--- src/rtl/drt_pkg.sv ---
package drt_pkg;

   localparam int CMD_W = 4;

   typedef enum logic [1:0] {
      ST_IDLE    = 2'd0,
      ST_PENDING = 2'd1,
      ST_READY   = 2'd2,
      ST_DELIVER = 2'd3
   } drt_state_e;

   localparam logic [CMD_W-1:0] CMD_IO_RD       = 4'b0010;
   localparam logic [CMD_W-1:0] CMD_MEM_RD      = 4'b0110;
   localparam logic [CMD_W-1:0] CMD_CFG_RD      = 4'b1010;
   localparam logic [CMD_W-1:0] CMD_MEM_RD_MULT = 4'b1100;
   localparam logic [CMD_W-1:0] CMD_MEM_RD_LINE = 4'b1110;

   function automatic logic cmd_is_read(input logic [CMD_W-1:0] c);
      return (c == CMD_IO_RD) || (c == CMD_MEM_RD) || (c == CMD_CFG_RD) ||
             (c == CMD_MEM_RD_MULT) || (c == CMD_MEM_RD_LINE);
   endfunction

endpackage

--- src/rtl/drt_addr_capture.sv ---
module drt_addr_capture
   import drt_pkg::*;
#(
   parameter int AW        = 32,
   parameter bit PAR_CHECK = 1'b1
) (
   input  logic             clk,
   input  logic             rst_n,
   input  logic             frame_i,
   input  logic             irdy_i,
   input  logic [AW-1:0]    ad_i,
   input  logic [CMD_W-1:0] cmd_i,
   input  logic             par_i,
   input  logic             term_i,
   output logic             in_txn_o,
   output logic             first_dp_o,
   output logic             data_phase_o,
   output logic [AW-1:0]    cur_addr_o,
   output logic [CMD_W-1:0] cur_cmd_o,
   output logic             par_err_o
);

   logic frame_q;
   logic addr_phase;

   assign addr_phase   = frame_i & ~frame_q & ~in_txn_o;
   assign data_phase_o = in_txn_o & irdy_i;

   always_ff @(posedge clk or negedge rst_n) begin
      if (!rst_n) begin
         frame_q    <= 1'b0;
         in_txn_o   <= 1'b0;
         first_dp_o <= 1'b0;
         cur_addr_o <= '0;
         cur_cmd_o  <= '0;
      end else begin
         frame_q <= frame_i;
         if (addr_phase) begin
            in_txn_o   <= 1'b1;
            first_dp_o <= 1'b1;
            cur_addr_o <= ad_i;
            cur_cmd_o  <= cmd_i;
         end else if (data_phase_o) begin
            first_dp_o <= 1'b0;
            if (term_i || !frame_i) in_txn_o <= 1'b0;
         end
      end
   end

   generate
      if (PAR_CHECK) begin : g_par
         always_ff @(posedge clk or negedge rst_n) begin
            if (!rst_n) par_err_o <= 1'b0;
            else        par_err_o <= addr_phase & (^{ad_i, cmd_i, par_i});
         end
      end else begin : g_nopar
         logic unused_par;
         assign unused_par = par_i;
         assign par_err_o  = 1'b0;
      end
   endgenerate

endmodule

--- src/rtl/drt_entry_match.sv ---
module drt_entry_match
   import drt_pkg::*;
#(
   parameter int AW       = 32,
   parameter int BEW      = 4,
   parameter bit MATCH_BE = 1'b1
) (
   input  logic             clk,
   input  logic             rst_n,
   input  logic             load_i,
   input  logic [AW-1:0]    addr_i,
   input  logic [CMD_W-1:0] cmd_i,
   input  logic [BEW-1:0]   be_i,
   output logic             match_o,
   output logic [AW-1:0]    ent_addr_o,
   output logic [CMD_W-1:0] ent_cmd_o,
   output logic [BEW-1:0]   ent_be_o
);

   logic addr_eq, cmd_eq, be_eq;

   always_ff @(posedge clk or negedge rst_n) begin
      if (!rst_n) begin
         ent_addr_o <= '0;
         ent_cmd_o  <= '0;
         ent_be_o   <= '0;
      end else if (load_i) begin
         ent_addr_o <= addr_i;
         ent_cmd_o  <= cmd_i;
         ent_be_o   <= be_i;
      end
   end

   assign addr_eq = (addr_i == ent_addr_o);
   assign cmd_eq  = (cmd_i == ent_cmd_o);

   generate
      if (MATCH_BE) begin : g_be_cmp
         assign be_eq = (be_i == ent_be_o);
      end else begin : g_be_skip
         assign be_eq = 1'b1;
      end
   endgenerate

   assign match_o = addr_eq & cmd_eq & be_eq;

endmodule

--- src/rtl/drt_data_queue.sv ---
module drt_data_queue #(
   parameter int DW    = 32,
   parameter int DEPTH = 16,
   localparam int PTR_W = (DEPTH > 1) ? $clog2(DEPTH) : 1,
   localparam int CNT_W = $clog2(DEPTH + 1)
) (
   input  logic             clk,
   input  logic             rst_n,
   input  logic             push_i,
   input  logic [DW-1:0]    push_data_i,
   input  logic             pop_i,
   input  logic             flush_i,
   output logic [DW-1:0]    head_o,
   output logic [CNT_W-1:0] count_o,
   output logic             full_o
);

   generate
      if (DEPTH < 2 || (DEPTH & (DEPTH - 1)) != 0) begin : g_bad_depth
         $error("drt_data_queue: DEPTH must be a power of two, at least 2");
      end
   endgenerate

   logic [DW-1:0]    mem [DEPTH];
   logic [PTR_W-1:0] wr_ptr, rd_ptr;
   logic             do_push, do_pop;

   assign full_o  = (count_o == CNT_W'(DEPTH));
   assign do_push = push_i & ~full_o & ~flush_i;
   assign do_pop  = pop_i & (count_o != '0) & ~flush_i;
   assign head_o  = mem[rd_ptr];

   always_ff @(posedge clk) begin
      if (do_push) mem[wr_ptr] <= push_data_i;
   end

   always_ff @(posedge clk or negedge rst_n) begin
      if (!rst_n) begin
         wr_ptr  <= '0;
         rd_ptr  <= '0;
         count_o <= '0;
      end else if (flush_i) begin
         wr_ptr  <= '0;
         rd_ptr  <= '0;
         count_o <= '0;
      end else begin
         if (do_push) wr_ptr <= wr_ptr + 1'b1;
         if (do_pop)  rd_ptr <= rd_ptr + 1'b1;
         case ({do_push, do_pop})
            2'b10:   count_o <= count_o + 1'b1;
            2'b01:   count_o <= count_o - 1'b1;
            default: count_o <= count_o;
         endcase
      end
   end

endmodule

--- src/rtl/drt_tracker.sv ---
module drt_tracker
   import drt_pkg::*;
#(
   parameter int AW        = 32,
   parameter int DW        = 32,
   parameter int BEW       = 4,
   parameter int DEPTH     = 16,
   parameter bit PAR_CHECK = 1'b1,
   parameter bit MATCH_BE  = 1'b1,
   localparam int CNT_W    = $clog2(DEPTH + 1)
) (
   input  logic             clk,
   input  logic             rst_n,
   input  logic             frame_i,
   input  logic             irdy_i,
   input  logic [3:0]       cmd_i,
   input  logic [AW-1:0]    ad_i,
   input  logic             par_i,
   input  logic [BEW-1:0]   be_i,
   output logic             trdy_o,
   output logic             stop_o,
   output logic [DW-1:0]    data_o,
   output logic             par_err_o,
   output logic             req_valid_o,
   output logic [AW-1:0]    req_addr_o,
   output logic [3:0]       req_cmd_o,
   output logic [BEW-1:0]   req_be_o,
   input  logic             req_ack_i,
   input  logic             cpl_valid_i,
   input  logic [DW-1:0]    cpl_data_i,
   input  logic             cpl_last_i
);

   generate
      if (AW < 2) begin : g_bad_aw
         $error("drt_tracker: AW must be at least 2");
      end
      if (DW < 1 || BEW < 1) begin : g_bad_dw
         $error("drt_tracker: DW and BEW must be positive");
      end
   endgenerate

   drt_state_e        state, state_d;
   logic              in_txn, first_dp, dp, first_rd;
   logic [AW-1:0]     cur_addr;
   logic [CMD_W-1:0]  cur_cmd;
   logic              match;
   logic              load, req_set;
   logic              push, pop, flush;
   logic [DW-1:0]     q_head;
   logic [CNT_W-1:0]  q_cnt;
   logic              q_full;

   drt_addr_capture #(.AW(AW), .PAR_CHECK(PAR_CHECK)) u_cap (
      .clk          (clk),
      .rst_n        (rst_n),
      .frame_i      (frame_i),
      .irdy_i       (irdy_i),
      .ad_i         (ad_i),
      .cmd_i        (cmd_i),
      .par_i        (par_i),
      .term_i       (stop_o),
      .in_txn_o     (in_txn),
      .first_dp_o   (first_dp),
      .data_phase_o (dp),
      .cur_addr_o   (cur_addr),
      .cur_cmd_o    (cur_cmd),
      .par_err_o    (par_err_o)
   );

   drt_entry_match #(.AW(AW), .BEW(BEW), .MATCH_BE(MATCH_BE)) u_ent (
      .clk        (clk),
      .rst_n      (rst_n),
      .load_i     (load),
      .addr_i     (cur_addr),
      .cmd_i      (cur_cmd),
      .be_i       (be_i),
      .match_o    (match),
      .ent_addr_o (req_addr_o),
      .ent_cmd_o  (req_cmd_o),
      .ent_be_o   (req_be_o)
   );

   drt_data_queue #(.DW(DW), .DEPTH(DEPTH)) u_q (
      .clk         (clk),
      .rst_n       (rst_n),
      .push_i      (push),
      .push_data_i (cpl_data_i),
      .pop_i       (pop),
      .flush_i     (flush),
      .head_o      (q_head),
      .count_o     (q_cnt),
      .full_o      (q_full)
   );

   assign first_rd = dp & first_dp & cmd_is_read(cur_cmd);
   assign push     = cpl_valid_i & (state == ST_PENDING) & ~q_full;
   assign data_o   = trdy_o ? q_head : '0;

   always_comb begin
      state_d = state;
      trdy_o  = 1'b0;
      stop_o  = 1'b0;
      load    = 1'b0;
      req_set = 1'b0;
      pop     = 1'b0;
      flush   = 1'b0;
      unique case (state)
         ST_IDLE: begin
            if (first_rd) begin
               stop_o  = 1'b1;
               load    = 1'b1;
               req_set = 1'b1;
               state_d = ST_PENDING;
            end
         end
         ST_PENDING: begin
            if (first_rd) stop_o = 1'b1;
            if (cpl_valid_i && cpl_last_i) state_d = ST_READY;
         end
         ST_READY: begin
            if (first_rd) begin
               if (match) begin
                  trdy_o = 1'b1;
                  pop    = 1'b1;
                  if (q_cnt == CNT_W'(1)) begin
                     stop_o  = 1'b1;
                     state_d = ST_IDLE;
                  end else if (!frame_i) begin
                     flush   = 1'b1;
                     state_d = ST_IDLE;
                  end else begin
                     state_d = ST_DELIVER;
                  end
               end else begin
                  stop_o = 1'b1;
               end
            end
         end
         ST_DELIVER: begin
            if (dp) begin
               trdy_o = 1'b1;
               pop    = 1'b1;
               if (q_cnt == CNT_W'(1)) begin
                  stop_o  = 1'b1;
                  state_d = ST_IDLE;
               end else if (!frame_i) begin
                  flush   = 1'b1;
                  state_d = ST_IDLE;
               end
            end else if (!in_txn) begin
               flush   = 1'b1;
               state_d = ST_IDLE;
            end
         end
         default: state_d = ST_IDLE;
      endcase
   end

   always_ff @(posedge clk or negedge rst_n) begin
      if (!rst_n) begin
         state       <= ST_IDLE;
         req_valid_o <= 1'b0;
      end else begin
         state <= state_d;
         if (req_set)        req_valid_o <= 1'b1;
         else if (req_ack_i) req_valid_o <= 1'b0;
      end
   end

endmodule

--- config.mk ---
export PLATFORM = sky130hd
export DESIGN_NAME = drt_tracker
export DESIGN_NICKNAME = d
export VERILOG_FILES = /design/src/rtl/drt_pkg.sv /design/src/rtl/drt_addr_capture.sv /design/src/rtl/drt_entry_match.sv /design/src/rtl/drt_data_queue.sv /design/src/rtl/drt_tracker.sv
export SDC_FILE = /design/constraint.sdc
export NUM_CORES = 1
export LEC_CHECK = 0
export BUFFER_PORTS_ARGS = -buffer_cell sky130_fd_sc_hd__clkbuf_2
export CAP_MARGIN = 15
export CORE_ASPECT_RATIO = 1.25
export CORE_MARGIN = 10
export CORE_UTILIZATION = 45
export CTS_BUF_LIST = sky130_fd_sc_hd__clkbuf_2 sky130_fd_sc_hd__clkbuf_4 sky130_fd_sc_hd__clkbuf_8
export CTS_CLUSTER_DIAMETER = 60
export DETAILED_ROUTE_END_ITERATION = 8
export PLACE_DENSITY = 0.74
export SYNTH_ARGS = -nofsm -noshare
export SYNTH_HDL_FRONTEND = slang
export SYNTH_HIERARCHICAL = 1
export SYNTH_SLANG_ARGS = --single-unit
--- constraint.sdc ---
create_clock -name clk -period 15.35 [get_ports clk]
set_clock_uncertainty 0.2 [all_clocks]
set_input_delay 3.07 -clock clk [delete_from_list [all_inputs] [get_ports clk]]
set_output_delay 3.07 -clock clk [all_outputs]
set_load 0.01 [all_outputs]
==> results of run 1 <==
==> cell families after synthesis <==
kind of cell	count (synthesis)	share of synthesized area [%]
AO/OA/AOI/OAI	195	5.06
XOR/XNOR	79	3.01
adder cells (fa/ha/maj)	9	0.484
buffers and inverters	86	1.66
flip-flops	608	71.6
multiplexers	276	14.9
AND/OR/NAND/NOR	157	3.25
==> Yosys cell counts (all sizes together) (2+ instances only) <==
| cell type | n |
|---|---|
| nor2 | 31 |
| and3 | 32 |
| a31oi | 4 |
| clkbuf | 36 |
| edfxtp | 512 |
| a22oi | 32 |
| a21boi | 3 |
| xor2 | 41 |
| o22ai | 2 |
| mux2 | 113 |
| nand2 | 50 |
| nor3 | 5 |
| nor2b | 3 |
| or4 | 2 |
| nand2b | 6 |
| and2 | 5 |
| mux4 | 64 |
| a21o | 3 |
| buf | 40 |
| o21ai | 70 |
| nand4 | 6 |
| inv | 10 |
| a21oi | 40 |
| a221oi | 33 |
| xnor3 | 4 |
| mux2i | 99 |
| ha | 8 |
| nor4 | 11 |
| xnor2 | 34 |
| dfrtp | 96 |
==> through the flow <==
stage / std cells / setup WS [ps] / hold slack [ps] / area, µm²
floorplan: 1410 / 7410 / 267 / 24800
finish: 2424 / 6480 / 287 / 28300
CTS: 2421 / 6480 / 295 / 28300
global placement: 2256 / 6640 / 265 / 26500
global route: 2424 / 6290 / 318 / 28300
detailed placement: 2256 / 6490 / 281 / 26500
==> cell type report <==
type                            instances  area (µm²)
Clock inverter                         45         304
Clock buffer                          120        1500
Inverter                               10        37.5
Fill cell                            4414       26400
Timing Repair Buffer                  187        1030
Tap cell                              735         920
Sequential cell                       608       17800
Antenna cell                            3        7.51
Multi-Input combinational cell        716        6760
==> flip-flops by register name, summed over array words and instances, names as in the netlist <==
register,count
u_cap/first_dp_o,1
u_q/rd_ptr,4
u_q/mem,512
u_ent/ent_cmd_o,4
u_ent/ent_be_o,4
u_cap/cur_cmd_o,4
u_q/wr_ptr,4
u_ent/ent_addr_o,32
req_valid_o,1
u_cap/in_txn_o,1
u_cap/cur_addr_o,32
state,2
u_q/count_o,5
u_cap/frame_q,1
u_cap/par_err_o,1
==> critical path, stage by stage <==
cell,delay (ps)
clkbuf_2,100
xor2_1,130
nor4_1,250
nand4_1,180
nor4_2,340
inv_1,150
o31ai_4,290
buf_4,470
and2_1,380
clkbuf_2,230
==> worst max-delay path by stage <==
stage                       start      to
final                     be_i[1]  trdy_o
after global routing      be_i[1]  trdy_o
after CTS                 be_i[0]  trdy_o
after detailed placement  be_i[0]  trdy_o
after global placement    be_i[1]  trdy_o
after floorplan           be_i[1]  trdy_o
==> power groups by stage <==
stage	registers (mW)	clock network, mW	logic [mW]
after CTS	2.01	1.33	0.543
after global placement	2.04	0	0.528
after floorplan	2.00	0	0.382
after global routing	2.03	1.40	0.583
final	2.01	1.30	0.534
after detailed placement	2.05	0	0.541
==> layer usage <==
metal	global-route usage [%]	up-vias	share of wire (%)
li1	-	5990	-
met1	20.4	7038	39
met2	29.4	541	50
met3	3.83	124	7.4
met4	8.16	4	3.5
met5	0	-	0.049
==> summary.txt, run 1 <==
Critical path
  – Capture point of the worst reg-to-reg path: u_q/count_o[4]$_DFFE_PN0P_
  – Depth of the most critical reg-to-reg path: 16
  – Element type at the critical path start: input pin
  – WP data arrival: 5600 ps
  – CP Class: in -> out
  – Reg-to-reg slack, setup: between 10000 and 15000 ps
  – Worst r2r src: u_ent/ent_addr_o[23]$_DFFE_PN0P_
  – CP endpoint kind: output pin
  – Crit path max fanout: 31
  – Worst path required time: 12080 ps

Clock tree
  – CTS H-tree lvls: 3
  – Worst-Skew Late Latency: 680 ps
  – CTS clock-pin slew for the worst setup and hold paths: about 60 ps
  – CTS max path bufs: 3
  – CTS tree: built
  – Hold bufs inserted after CTS: 0
  – CTS sink count: a little over 600
  – PostCTS Resize Cnt: 0
  – Postcts setup bufs: 0
  – Root Driver: clkbuf_8
  – Num CTS Buffers: 91

GRT
  – Initial antenna violation count: 5
  – Largest net degree at the start of global routing: about 140
  – GRT Overall Usage: between 10% and 20%
  – Vias in the first global route: 14100
  – Global-route wire length before repair: 84.9 mm
  – Total grt overflow: 0

Floorplan
  – Total core area: approximately 55000 µm²
  – Cell row count: between 90 and 100
  – Chip height: approximately 280 µm
  – I/O pins: 156
  – Die W: roughly 230 µm
  – Initial core utilization: approximately 45%
  – Die Area: 65000 µm²

Power
  – Seq pwr share: between 50% and 60%
  – Comb power frac: 13.9%
  – Pleak: 9.85 nW
  – NetSw: 1.01 mW
  – Peak VDD IR: 0.0000779 V
  – Internal: approximately 2.8 mW
  – Final Power: around 3.8 mW
  – Sw Ratio: 26.3%
  – PD cells: about 140 nW/µm²
  – Clock Power Share: approximately a third

Worst hold path
  – Hold Path Cell Cnt: 1
  – Hold worst-path end: req_valid_o$_DFFE_PN0P_
  – Worst min path class: reg -> reg
  – Min-delay src: req_valid_o$_DFFE_PN0P_

Timing
  – Setup TNS: 0 ps
  – Post-layout min period: 8870 ps
  – Tcrit/Tclk final: 57.8%
  – Max Clk Rate: 113 MHz
  – Rel. slew slack: 30.3%
  – # setup viols final: 0
  – RSZ-0062 raised after global routing: false
  – Final-report max-slew violation count: 0
  – Hold Vio Cnt, Final: 0
  – Slew @ Worst Pin: 1050 ps

Synth
  – Mapped Area: 24800 µm²
  – Synth warnings: 6
  – Synth async-reset ratio: 15.8%
  – Synth Net Count: 1499
  – Cell variety after synth: between 50 and 60
  – Number of synthesized flops with an enable pin: between 500 and 600
  – Post-Syn Instances: 1410
  – Most used DFF post-synth: edfxtp_1
  – Syn Area/Cell: between 15 and 20 µm²
  – Area leader, netlist: edfxtp_1
  – Main area contributors after synthesis: edfxtp_1 62%, dfrtp_1 9.7%, mux4_2 5.8%
  – Register bit total from synthesis: 608
  – Seq/Total Area, Yosys: 71.6%
  – Synth top area share: 61.9%

Cells and area
  – Share of cells above drive strength 1: 32.0%
  – Nets: 1703
  – Commonest non-fill, non-tap cell in the layout: edfxtp_1
  – Commonest non-fill, non-tap cells in the layout: 512 x edfxtp_1, 154 x clkbuf_2, 113 x mux2_2
  – Final core utilization: between 50% and 60%
  – Area Overhead vs Synth: 14.2%

Placement
  – DP Wirelength: 32.7 mm
  – Placer Congestion: 0.782
  – IO buf count: 155

Detailed routing
  – Remaining antenna violation count: 0
  – Via density per instance: 5.65
  – Drt pass-1 iters: 5
  – DRT Wirelength: roughly 57 mm
  – Drt drc: 0
  – Initial DRC Count: 1054
  – Wire per inst: 23.4 µm
  – Detailed-route via count: 13700

Outcome
  – Status: complete, no violations

Run
  – Maxcap violations: 0
(Power assumes the default switching activity.)
==> run 2: changes to the inputs <==
==> constraint.sdc (replaced) <==
create_clock -name clk -period 9.2 [get_ports clk]
set_clock_uncertainty 0.2 [all_clocks]
set_input_delay 1.84 -clock clk [delete_from_list [all_inputs] [get_ports clk]]
set_output_delay 1.84 -clock clk [all_outputs]
set_load 0.01 [all_outputs]
==> run 2 against run 1 <==
Compared with the run above:
- global-route usage is 0.16 points higher
- via count shrank 0.31%
- non-clock buffer count down 1
- wire length about the same
- sequential share of layout area barely moved
- flip-flop and latch count did not move
- critical endpoint unchanged
==> summary.txt, run 2 (synthesized netlist as in run 1, its figures left out) <==
GRT
  – Initial antenna violation count: 3 (-2)
  – Total grt overflow: 0 (unchanged)
  – Vias in the first global route: 14400 (+1.7%)
  – GRT Overall Usage: 17.3% (+0.16 points)
  – Global-route wire length before repair: 85.8 mm (+1.0%)
  – Largest net degree at the start of global routing: 116 (-18%)

Clock tree
  – Root Driver: clkbuf_8
  – Postcts setup bufs: 0 (unchanged)
  – CTS clock-pin slew for the worst setup and hold paths: 60 ps (about the same)
  – Num CTS Buffers: 94 (+3.3%)
  – CTS max path bufs: 3 (unchanged)
  – CTS H-tree lvls: 3 (unchanged)
  – Worst-Skew Late Latency: 690 ps (about the same)
  – CTS tree: built
  – PostCTS Resize Cnt: 0 (unchanged)
  – Hold bufs inserted after CTS: 0 (unchanged)
  – CTS sink count: 608 (unchanged)

Timing
  – RSZ-0062 raised after global routing: false
  – Final-report max-slew violation count: 0 (unchanged)
  – # setup viols final: 0 (unchanged)
  – Max Clk Rate: 156 MHz
  – Setup TNS: 0 ps (unchanged)
  – Hold Vio Cnt, Final: 0 (unchanged)
  – Tcrit/Tclk final: 69.7%
  – Rel. slew slack: 32.4% (+2.1 points)
  – Final Hold Slack: 290 ps (+2.39 ps)
  – Final setup margin: 2790 ps (-3700 ps)
  – Slew @ Worst Pin: 1010 ps (-31.2 ps)
  – Post-layout min period: 6410 ps

Floorplan
  – Total core area: 54800 µm² (unchanged)
  – Cell row count: 96 (unchanged)
  – Chip height: 283 µm (unchanged)
  – Initial core utilization: 45.3% (unchanged)
  – I/O pins: 156 (unchanged)
  – Die Area: 65000 µm² (unchanged)
  – Die W: 230 µm (unchanged)

Power
  – Clock Power Share: 33.5% (-0.3 points)
  – Seq pwr share: 52.4% (about the same)
  – PD cells: 225 nW/µm² (+66%)
  – NetSw: 1.66 mW (+65%)
  – Sw Ratio: 26.1% (-0.20 points)
  – Pleak: 9.83 nW (-0.15%)
  – Peak VDD IR: 0.000165 V (+110%)
  – Internal: 4.71 mW (+66%)
  – Comb power frac: 14.1% (+0.2 points)
  – Final Power: 6.38 mW (+66%)

Outcome
  – Status: complete, no violations

Critical path
  – CP Class: in -> out
  – Crit path max fanout: 31 (unchanged)
  – CP endpoint kind: output pin
  – Element type at the critical path start: input pin
  – WP data arrival: 4370 ps (-1230 ps)
  – Worst path required time: 7160 ps (-4920 ps)

Detailed routing
  – DRT Wirelength: 56.6 mm (about the same)
  – Drt pass-1 iters: 5 (unchanged)
  – Via density per instance: 5.63 (-0.39%)
  – Detailed-route via count: 13700 (-0.31%)
  – Remaining antenna violation count: 0 (unchanged)
  – Wire per inst: 23.3 µm (-0.17%)
  – Drt drc: 0 (unchanged)
  – Initial DRC Count: 1041 (-1.2%)

Worst hold path
  – Worst min path class: reg -> reg

Cells and area
  – Fillers: 4440 (+0.59%)
  – Area of the multi-input gates: 6760 µm² (unchanged)
  – Max reg flops: 512 (unchanged)
  – Commonest non-fill, non-tap cells in the layout: 512 x edfxtp_1, 154 x clkbuf_2, 113 x mux2_2
  – Share of cells above drive strength 1: 31.8% (-0.19 points)
  – Non-filler cells, final: 2426 (+0.083%)
  – Most flop-heavy register: u_q/mem
  – Area Overhead vs Synth: 14.1% (about the same)
  – Nets: 1705 (+0.12%)
  – Storage cell area: 17800 µm² (unchanged)
  – Commonest non-fill, non-tap cell in the layout: edfxtp_1
  – Biggest registers after layout: u_q/mem (512), u_cap/cur_addr_o (32), u_ent/ent_addr_o (32)

Placement
  – Pre-CTS setup slack: 2820 ps (-3680 ps)
  – Placer Congestion: 0.753 (-3.7%)
  – DP Wirelength: 32.4 mm (-0.71%)
  – Cell count after placement: 2255 (-0.044%)
  – IO buf count: 155 (unchanged)

Run
  – Maxcap violations: 0 (unchanged)
## run 2: worst max-delay path, stage by stage
cell	delay [ps]
clkbuf_2	100
xor2_1	140
nor4_1	260
nand4_1	210
nor4_2	320
inv_1	150
o31ai_4	280
buf_4	480
and2_1	370
clkbuf_2	220
## run 2: layer usage
layer  GRT usage, %  vias to the layer above  share of wire (%)  routed length [µm]
met1           20.7                     7003                 39               22000
met2           30.0                      548                 50               28500
li1               -                     5992                  -                   -
met3           3.76                      108                7.4                4210
met5              0                        -              0.041                  23
met4           7.04                        4                3.2                1800
## run 2: power by group through the flow
stage          clock network [mW]  registers, mW  logic (mW)
5_1_grt                      2.32           3.37       0.984
4_1_cts                      2.19           3.35       0.916
2_1_floorplan                   0           3.34       0.638
3_3_place_gp                    0           3.39       0.892
3_5_place_dp                    0           3.40       0.913
6_report                     2.13           3.34       0.900
## run 2: layout make-up
class                           instances  area share (%)
Sequential cell                       608            62.8
Multi-Input combinational cell        716            23.9
Clock buffer                          126            5.53
Timing Repair Buffer                  186            3.61
Tap cell                              735            3.25
Clock inverter                         44           0.826
Inverter                               10           0.132
Antenna cell                            1         0.00883
## run 2: path summary, 6_finish.rpt
path,startpoint,endpoint,cells past startpoint,slack [ps]
setup / recovery,be_i[1],trdy_o,10,2790
hold / removal,req_valid_o$_DFFE_PN0P_,req_valid_o$_DFFE_PN0P_,1,290
setup reg to reg,u_ent/ent_addr_o[2]$_DFFE_PN0P_,u_q/count_o[4]$_DFFE_PN0P_,16,4140
hold reg to reg,req_valid_o$_DFFE_PN0P_,req_valid_o$_DFFE_PN0P_,1,290
max in group asynchronous,rst_n,u_cap/cur_addr_o[4]$_DFFE_PN0P_,2,6730
min in group asynchronous,rst_n,u_q/rd_ptr[0]$_DFFE_PN0P_,1,970
## run 2: through the flow
step	util (%)	instance area, µm²
5_1_grt	51.7	28300
3_5_place_dp	48.4	26500
4_1_cts	51.7	28300
2_1_floorplan	-	24800
3_3_place_gp	48.4	26500
6_report	51.7	28300
==> run 3: changes to the inputs <==
--- a/config.mk
+++ b/config.mk
@@ -13,7 +13,7 @@
 export CTS_BUF_LIST = sky130_fd_sc_hd__clkbuf_2 sky130_fd_sc_hd__clkbuf_4 sky130_fd_sc_hd__clkbuf_8
 export CTS_CLUSTER_DIAMETER = 60
 export DETAILED_ROUTE_END_ITERATION = 8
-export PLACE_DENSITY = 0.74
+export PLACE_DENSITY = 0.76
 export SYNTH_ARGS = -nofsm -noshare
 export SYNTH_HDL_FRONTEND = slang
 export SYNTH_HIERARCHICAL = 1
==> constraint.sdc (replaced) <==
create_clock -name clk -period 5.75 [get_ports clk]
set_clock_uncertainty 0.2 [all_clocks]
set_input_delay 1.15 -clock clk [delete_from_list [all_inputs] [get_ports clk]]
set_output_delay 1.15 -clock clk [all_outputs]
set_load 0.01 [all_outputs]
==> run 3 against run 2 <==
Compared with the run above:
- core utilization up 0.13 points
- via count about the same
- design area up 0.25%
- final cell count down 0.21%
- sequential share of layout area down 0.15 points
- sequential power up 60%
- total power up 61%
- die area unchanged
- global-route usage down 0.29 points
- flip-flop and latch count unchanged
- critical path type is now reg -> out
- critical endpoint is now data_o[6]
- highest routed layer unchanged
==> summary.txt, run 3 (synthesized netlist as in run 1, its figures left out) <==
Outcome
  – Status: complete, no violations

Detailed routing
  – Via density per instance: 5.63 (+0.11%)
  – Initial DRC Count: 1261 (+21%)
  – Wire per inst: 23.0 µm (-1.4%)
  – DRT Wirelength: 55.7 mm (-1.6%)
  – Remaining antenna violation count: 0 (unchanged)
  – Drt pass-1 iters: 5 (unchanged)
  – Drt drc: 0 (unchanged)
  – Detailed-route via count: 13600 (-0.095%)

Timing
  – RSZ-0062 raised after global routing: false
  – Tcrit/Tclk final: 86.3%
  – # setup viols final: 0 (unchanged)
  – Final setup margin: 787 ps (-2000 ps)
  – Rel. slew slack: 32.6% (+0.19 points)
  – Setup TNS: 0 ps (unchanged)
  – Post-layout min period: 4960 ps
  – Hold Vio Cnt, Final: 0 (unchanged)
  – Final-report max-slew violation count: 0 (unchanged)
  – Max Clk Rate: 202 MHz
  – Slew @ Worst Pin: 1010 ps (-2.90 ps)

Critical path
  – Crit path max fanout: 20 (-35%)
  – CP Class: reg -> out
  – Worst path required time: 4400 ps (-2760 ps)
  – Depth of the most critical reg-to-reg path: 15 (-1)
  – WP data arrival: 3610 ps (-760 ps)
  – CP endpoint kind: output pin
  – Element type at the critical path start: register

GRT
  – Largest net degree at the start of global routing: 51 (-56%)
  – GRT Overall Usage: 17.0% (-0.29 points)
  – Global-route wire length before repair: 85.1 mm (-0.81%)
  – Vias in the first global route: 14100 (-2.0%)
  – Initial antenna violation count: 6 (+3)
  – Total grt overflow: 0 (unchanged)

Placement
  – Placer Congestion: 0.802 (+6.4%)
  – IO buf count: 155 (unchanged)
  – Pre-CTS setup slack: 762 ps (-2060 ps)
  – DP Wirelength: 32.7 mm (+0.68%)

Cells and area
  – Most flop-heavy register: u_q/mem
  – Commonest non-fill, non-tap cells in the layout: 512 x edfxtp_1, 154 x clkbuf_2, 113 x mux2_2
  – Nets: 1708 (+0.18%)
  – Share of cells above drive strength 1: 32.3% (+0.51 points)
  – Commonest non-fill, non-tap cell in the layout: edfxtp_1
  – Max reg flops: 512 (unchanged)
  – Area Overhead vs Synth: 14.4%
  – Biggest registers after layout: u_q/mem (512), u_cap/cur_addr_o (32), u_ent/ent_addr_o (32)

Run
  – Maxcap violations: 0 (unchanged)

Power
  – Peak VDD IR: 0.000247 V (+50%)
  – PD cells: 361 nW/µm² (+60%)
  – Pleak: 9.87 nW (+0.36%)

Worst hold path
  – Worst min path class: reg -> reg
  – Hold Path Cell Cnt: 1 (unchanged)

Floorplan
  – Die W: 230 µm (unchanged)
  – Chip height: 283 µm (unchanged)
  – Total core area: 54800 µm² (unchanged)
  – Die Area: 65000 µm² (unchanged)
  – I/O pins: 156 (unchanged)
  – Initial core utilization: 45.3% (unchanged)
  – Cell row count: 96 (unchanged)

Clock tree
  – Postcts setup bufs: 0 (unchanged)
  – Worst-Skew Late Latency: 650 ps (-40 ps)
  – CTS sink count: 608 (unchanged)
  – Num CTS Buffers: 90 (-4.3%)
  – CTS max path bufs: 3 (unchanged)
  – CTS tree: built
  – Hold bufs inserted after CTS: 0 (unchanged)
  – PostCTS Resize Cnt: 0 (unchanged)
  – CTS clock-pin slew for the worst setup and hold paths: 60 ps (about the same)
  – CTS H-tree lvls: 3 (unchanged)
  – Root Driver: clkbuf_8
run 3: worst max-delay path, stage by stage (launching register included):
cell and delay, ps:
dfrtp_1 400, xor2_1 170, nor4_1 520, nand4_1 190, nor4_2 480, inv_1 170, o31ai_4 290, buf_4 370
and3_1 220, clkbuf_2 140
run 3: power breakdown:
| part | leakage, nW | switching, mW | internal (mW) |
|---|---|---|---|
| Combinational | 3.14 | 0.709 | 0.740 |
| Sequential | 5.80 | 0.333 | 5.03 |
| Clock | 0.933 | 1.60 | 1.85 |
| Total | 9.87 | 2.64 | 7.61 |
run 3: path summary, 6_finish.rpt:
| check | from | to | slack [ps] |
|---|---|---|---|
| max in group asynchronous | rst_n | u_ent/ent_addr_o[8]$_DFFE_PN0P_ | 3930 |
| setup reg to reg | u_ent/ent_addr_o[23]$_DFFE_PN0P_ | u_q/count_o[4]$_DFFE_PN0P_ | 1160 |
| setup / recovery | u_ent/ent_addr_o[23]$_DFFE_PN0P_ | data_o[6] | 790 |
| min in group asynchronous | rst_n | u_q/rd_ptr[2]$_DFFE_PN0P_ | 320 |
| hold / removal | req_valid_o$_DFFE_PN0P_ | req_valid_o$_DFFE_PN0P_ | 300 |
| hold reg to reg | req_valid_o$_DFFE_PN0P_ | req_valid_o$_DFFE_PN0P_ | 300 |
run 3: final cells by class:
type	instances	area (µm²)
diodes	1	2.50
clock buffers	123	1510
clock inverters	35	269
fillers	4416	26400
inverters	10	37.5
multi-input cells	716	6760
flip-flops and latches	608	17800
well taps	735	920
repair buffers	193	1110
run 3: metal layers:
metal / global-route usage [%] / up-vias / wire length, µm
met2: 28.8 / 544 / 28000
met1: 21.2 / 6995 / 22000
met4: 6.30 / 4 / 1500
met3: 3.90 / 105 / 4130
met5: 0 / - / 15
li1: - / 5994 / -
run 3: metrics by stage:
stage / hold WS, ps / cells / power [mW] / util (%) / area, µm²
after floorplan: 267 / 1410 / 6.37 / - / 24800
after global placement: 263 / 2262 / 6.86 / 48.6 / 26600
after detailed placement: 289 / 2262 / 6.91 / 48.6 / 26600
after CTS: 279 / 2420 / 10.3 / 51.8 / 28400
after global routing: 327 / 2421 / 10.7 / 51.9 / 28400
final: 301 / 2421 / 10.2 / 51.9 / 28400
